File: config.mk
export PLATFORM = sky130hd
export DESIGN_NAME = lock_lru_victim
export DESIGN_NICKNAME = d
export VERILOG_FILES = /design/src/rtl/lock_lru_pkg.sv /design/src/rtl/lock_lru_ctrl.sv /design/src/rtl/lock_lru_dpath.sv /design/src/rtl/lock_lru_victim.sv
export SDC_FILE = /design/constraint.sdc
export NUM_CORES = 1
export LEC_CHECK = 0
export BUFFER_PORTS_ARGS = -buffer_cell sky130_fd_sc_hd__buf_4
export CORE_AREA = 2 2 39 41
export CTS_BUF_LIST = sky130_fd_sc_hd__clkbuf_4
export DETAILED_ROUTE_END_ITERATION = 12
export DIE_AREA = 0 0 41 43
export GPL_ROUTABILITY_DRIVEN = 1
export PLACE_DENSITY = 0.6
export SLEW_MARGIN = 20
export SYNTH_ARGS = -nofsm -noshare
export SYNTH_HDL_FRONTEND = slang
export SYNTH_SLANG_ARGS = --single-unit
File: constraint.sdc
create_clock -name clk -period 0.97 [get_ports clk]
set_input_delay 0.291 -clock clk [delete_from_list [all_inputs] [get_ports clk]]
set_output_delay 0.291 -clock clk [all_outputs]
set_load 0.05 [all_outputs]
File: src/rtl/lock_lru_pkg.sv
package lock_lru_pkg;
  localparam int WAYS = 4;
  localparam int WAY_W = $clog2(WAYS);
  localparam int PAIRS = WAYS * (WAYS - 1) / 2;
  localparam int IDX_W = $clog2(PAIRS);
  localparam int CTRL_W = 10;
  localparam int LOCK_LO_BIT = 0;
  localparam int LOAD_LO_BIT = 1;
  localparam int LOCK_HI_BIT = 8;
  localparam int LOAD_HI_BIT = 9;
  localparam int LO_WAY = 2;
  localparam int HI_WAY = 3;

  typedef struct packed {
    logic [WAYS-1:0] candMask;
    logic            steerLo;
    logic            steerHi;
    logic            capture;
  } pickCtl_t;

  // Bit position of pair (a,b), a<b; the first pair in enumeration order sits at the MSB.
  function automatic logic [IDX_W-1:0] pairBit(int a, int b);
    return IDX_W'(PAIRS - 1 - (a * WAYS - a * (a + 1) / 2 + (b - a - 1)));
  endfunction

  function automatic logic wayOlder(logic [PAIRS-1:0] code, int a, int b);
    if (a < b) return code[pairBit(a, b)];
    return ~code[pairBit(b, a)];
  endfunction
endpackage

File: src/rtl/lock_lru_ctrl.sv
module lock_lru_ctrl
  import lock_lru_pkg::*;
(
  input  logic              missReq,
  input  logic [CTRL_W-1:0] lockReg,
  input  logic              dspMode,
  input  logic              prefetchFill,
  output pickCtl_t          ctl
);
  logic lockLo, loadLo, lockHi, loadHi;
  logic unusedCtrl;

  assign lockLo = lockReg[LOCK_LO_BIT];
  assign loadLo = lockReg[LOAD_LO_BIT];
  assign lockHi = lockReg[LOCK_HI_BIT];
  assign loadHi = lockReg[LOAD_HI_BIT];
  assign unusedCtrl = ^lockReg[LOCK_HI_BIT-1:LOAD_LO_BIT+1];

  always_comb begin
    ctl.candMask = '1;
    if (lockLo) ctl.candMask[LO_WAY] = 1'b0;
    if (lockHi) ctl.candMask[HI_WAY] = 1'b0;
    ctl.steerLo = prefetchFill & dspMode & lockLo & loadLo;
    ctl.steerHi = prefetchFill & dspMode & lockHi & loadHi;
    ctl.capture = missReq;
  end
endmodule

File: src/rtl/lock_lru_dpath.sv
module lock_lru_dpath
  import lock_lru_pkg::*;
(
  input  logic             clk,
  input  logic             rstN,
  input  logic [PAIRS-1:0] ageCode,
  input  logic [WAY_W-1:0] touchWay,
  input  pickCtl_t         ctl,
  output logic [PAIRS-1:0] ageNext,
  output logic             victimValid,
  output logic [WAY_W-1:0] victimWay
);
  logic [WAYS-1:0]  isOldest;
  logic [WAY_W-1:0] lruPick;
  logic [WAY_W-1:0] pickNow;

  // One oldest-candidate test per way.
  for (genvar w = 0; w < WAYS; w++) begin : g_way
    logic oldHere;
    always_comb begin
      oldHere = ctl.candMask[w];
      for (int v = 0; v < WAYS; v++) begin
        if (v != w && ctl.candMask[v] && !wayOlder(ageCode, w, v)) oldHere = 1'b0;
      end
    end
    assign isOldest[w] = oldHere;
  end

  // Lowest index wins; no winner falls back to way 0.
  always_comb begin
    lruPick = '0;
    for (int w = WAYS - 1; w >= 0; w--) begin
      if (isOldest[w]) lruPick = WAY_W'(w);
    end
  end

  always_comb begin
    if (ctl.steerLo)      pickNow = WAY_W'(LO_WAY);
    else if (ctl.steerHi) pickNow = WAY_W'(HI_WAY);
    else                  pickNow = lruPick;
  end

  always_ff @(posedge clk) begin
    if (!rstN) begin
      victimValid <= 1'b0;
      victimWay   <= '0;
    end else begin
      victimValid <= ctl.capture;
      if (ctl.capture) victimWay <= pickNow;
    end
  end

  // Update helper: the touched way becomes youngest in every pair it belongs to.
  always_comb begin
    ageNext = ageCode;
    for (int a = 0; a < WAYS; a++) begin
      for (int b = a + 1; b < WAYS; b++) begin
        if (touchWay == WAY_W'(a))      ageNext[pairBit(a, b)] = 1'b0;
        else if (touchWay == WAY_W'(b)) ageNext[pairBit(a, b)] = 1'b1;
      end
    end
  end

  assert_valid_after_req_R2: assert property (@(posedge clk) disable iff (!rstN)
    ctl.capture |=> victimValid);
  assert_valid_idle_R2: assert property (@(posedge clk) disable iff (!rstN)
    !ctl.capture |=> !victimValid);
  assert_skip_lo_R4: assert property (@(posedge clk) disable iff (!rstN)
    (ctl.capture && !ctl.steerLo && !ctl.steerHi && !ctl.candMask[LO_WAY])
    |=> victimWay != WAY_W'(LO_WAY));
  assert_skip_hi_R5: assert property (@(posedge clk) disable iff (!rstN)
    (ctl.capture && !ctl.steerLo && !ctl.steerHi && !ctl.candMask[HI_WAY])
    |=> victimWay != WAY_W'(HI_WAY));
  assert_both_locked_R6: assert property (@(posedge clk) disable iff (!rstN)
    (ctl.capture && !ctl.steerLo && !ctl.steerHi && ctl.candMask == 4'b0011)
    |=> victimWay == ($past(ageCode[PAIRS-1]) ? 2'd0 : 2'd1));
  assert_steer_lo_R7: assert property (@(posedge clk) disable iff (!rstN)
    (ctl.capture && ctl.steerLo) |=> victimWay == WAY_W'(LO_WAY));
  assert_steer_hi_R8: assert property (@(posedge clk) disable iff (!rstN)
    (ctl.capture && ctl.steerHi && !ctl.steerLo) |=> victimWay == WAY_W'(HI_WAY));
  assert_hold_way_R12: assert property (@(posedge clk) disable iff (!rstN)
    !ctl.capture |=> $stable(victimWay));

  for (genvar v = 0; v < WAYS; v++) begin : g_updChk
    assert_touch_youngest_R11: assert property (@(posedge clk) disable iff (!rstN)
      (touchWay != WAY_W'(v)) |-> wayOlder(ageNext, v, int'(touchWay)));
  end
endmodule

File: src/rtl/lock_lru_victim.sv
module lock_lru_victim
  import lock_lru_pkg::*;
(
  input  logic              clk,
  input  logic              rstN,
  input  logic              missReq,
  input  logic [PAIRS-1:0]  ageCode,
  input  logic [CTRL_W-1:0] lockReg,
  input  logic              dspMode,
  input  logic              prefetchFill,
  input  logic [WAY_W-1:0]  touchWay,
  output logic [PAIRS-1:0]  ageNext,
  output logic              victimValid,
  output logic [WAY_W-1:0]  victimWay
);
  pickCtl_t ctlBus;

  lock_lru_ctrl u_ctrl (
    .missReq      (missReq),
    .lockReg      (lockReg),
    .dspMode      (dspMode),
    .prefetchFill (prefetchFill),
    .ctl          (ctlBus)
  );

  lock_lru_dpath u_dpath (
    .clk         (clk),
    .rstN        (rstN),
    .ageCode     (ageCode),
    .touchWay    (touchWay),
    .ctl         (ctlBus),
    .ageNext     (ageNext),
    .victimValid (victimValid),
    .victimWay   (victimWay)
  );
endmodule

==> metrics.yaml <==
outcome:
  outcome: "finished, violations left"
  violations: "setup timing"
clocking:
  cts_setup_buffers: 0
  htreeDepth: 1
  clk_latency_ns: 0.24
  cts.sinks: 3
  tritoncts: "yes"
  clockBufferDepth: 2
  root_buffer: "clkbuf_4"
  cts_inserted_buffers: 3
  cts.hold.buffers_added: 0
  clkTransAtPathRegs_ns: 0.03
pwr:
  intPower_mw: 0.490
  powerDensity_nw_per_um2: 1110
  pwr-share-seq_pct: 18.4
  leakagePower_nw: 0.309
  swShare_pct: 34.6
  ir_drop_v: 0.000919
  p_comb_share_pct: 47.4
  switchingPower_mw: 0.259
  p_clk_share_pct: 34.2
timing:
  tightest_slew_ns: 0.206
  timing.final.ws_setup_ns: -0.216
  finalMaxSlewViolations: 0
  final.setup.tns_ns: -1.08
  layout_min_cycle_time_ns: 1.19
  fmax_mhz: 843
  skew_ns: 0
  whs_ns: 0.283
  setup_viol_count_final: 9
  rsz0062_at_grt: "true"
  fin_crit_sh_pct: 122
  max_slew_margin_pct: 86.1
  hold_viol: 0
die:
  io_pins: 32
  dieHeight_um: 43
  die_width_um: 41
  dieArea_um2: 1760
  start_util_pct: 17.0
  num_rows: 14
  core_um2: 1380
placed_design:
  place_area_um2: 571
  placed_cells: 79
  gp_congestion: 0.645
  hpwl_um: 689
  port-buffer-count: 25
  dp_slack_ns: -0.314
synthesis:
  yosys.area.top_type_share_pct: 25.5
  yosysMostFrequentCell: "o21ai_0"
  yosysWarningCount: 0
  ys_ff_latch: 3
  yosysTopAreaCell: "dfxtp_1"
  ys_types: 16
  synthArstFlopShare_pct: 0
  ys_seq_area_share_pct: 25.5
  ys.flop_type: "dfxtp_1"
  synth_area_um2: 235
  synth_nets: 53
  synth_cells: 30
  avgSynthCellArea_um2: 7.84
  synthTopCellsByArea: "dfxtp_1 26%, o21ai_0 13%, a41oi_2 6.9%"
  ys_top_cells_by_count: "6 x o21ai_0, 4 x inv_1, 3 x dfxtp_1, 3 x nand2_1"
  synth-edff-count: 0
detailed_routing:
  post_drt_wl_per_cell_um: 9.96
  drc: 0
  via_count: 365
  viasPerCell: 4.40
  firstDrtPassIters: 2
  dr.first_iter.drc_count: 2
  finalWirelength_um: 827
  ant_nets: 0
setup_path:
  worstPathRequired_ns: 0.68
  cp_data_arrival_time_ns: 0.89
  crit_path_end_kind: "output pin"
  worst_setup_path_start_kind: "input pin"
  cp_top_family: "adder cells"
  slowest_delay_ns: 0.32
  path_max_fanout: 5
  crit_chain: "buf_12 > inv_12 > maj3_4 > buf_8"
  crit_buf_inv: 3
  cpMaxStageDelayCell: "maj3_4"
  path_class: "in2out"
global_route:
  grt_use_total_pct: 11.7
  grt_start_max_net_pins: 7
  overflow: 0
  antenna_found_initial: 0
  grt_pass1_vias: 363
  grt_pass1_wl_um: 1390
flow_run:
  drv_cap: 0
finish:
  postLayoutCellArea_um2: 677
  final.fill_count: 149
  area_delta_synth_final_pct: 188
  drive_gt1_share_pct: 77.6
  fin_cells: 83
  fin_nets: 91
  antenna_cells: 0
min_path:
  hold_path_class: "in2reg"
[logic make-up after synthesis]
| family | share of synthesized area, % |
|---|---|
| flip-flops | 25.5 |
| adder cells (fa/ha/maj) | 4.26 |
| AND/OR/NAND/NOR | 20.2 |
| multiplexers | 4.79 |
| AO/OA/AOI/OAI | 38.8 |
| buffers and inverters | 6.38 |
[what timing repair did]
item | CTS | global route
setup endpoints to repair | 9 | 9
pin swaps | 3 | 1
gates resized for setup | 19 | 2
[final timing paths]
check	from	end	slack, ns	depth (start not counted)
setup reg to reg	u_dpath.victimWay[0]	u_dpath.victimWay[0]	0.06	3
hold / removal	rstN	u_dpath.victimValid	0.28	2
setup / recovery	touchWay[0]	ageNext[2]	-0.22	4
hold reg to reg	u_dpath.victimWay[1]	u_dpath.victimWay[1]	0.61	2
[flip-flops by register name, summed over array words and instances (netlist names)]
signal and flops:
u_dpath.victimValid 1, u_dpath.victimWay 2
[layout make-up]
| class | count | area (µm²) | share of cell area (%) |
|---|---|---|---|
| timing repair buffer | 33 | 320 | 47.3 |
| multi-input combinational | 23 | 213 | 31.4 |
| sequential | 3 | 66.3 | 9.80 |
| clock buffer | 4 | 30.0 | 4.44 |
| inverter | 4 | 27.5 | 4.07 |
| tap | 16 | 20.0 | 2.96 |
[layout by cell type (no fill, tap or decap), types with 2 or more instances in the layout]
cell      instances
clkbuf_4          4
nand2_2           2
buf_8             4
inv_1             3
buf_4            20
o21ai_4           2
nand4_1           2
buf_6             8
o21ai_0           3
dfxtp_2           2
[power by group through the flow]
stage | registers, mW | clock network [mW] | logic (mW)
after floorplan | 0.163 | 0 | 0.146
after global placement | 0.136 | 0 | 0.316
after detailed placement | 0.136 | 0 | 0.319
after CTS | 0.137 | 0.266 | 0.356
after global routing | 0.138 | 0.276 | 0.378
final | 0.138 | 0.256 | 0.355
[layer usage]
metal / track usage [%] / part of all wire [%] / vias to the layer above
met3: 3.66 / 11 / 4
met5: 0 / 0 / -
li1: - / - / 186
met4: 8.00 / 3.4 / 0
met1: 13.4 / 37 / 154
met2: 17.5 / 48 / 21
[metrics by stage]
step | total power [mW] | utilization [%]
after global placement | 0.452 | 41.2
after global routing | 0.792 | 48.9
final | 0.749 | 48.9
after CTS | 0.758 | 48.4
after floorplan | 0.308 | -
after detailed placement | 0.454 | 41.2
(Power assumes the default switching activity.)
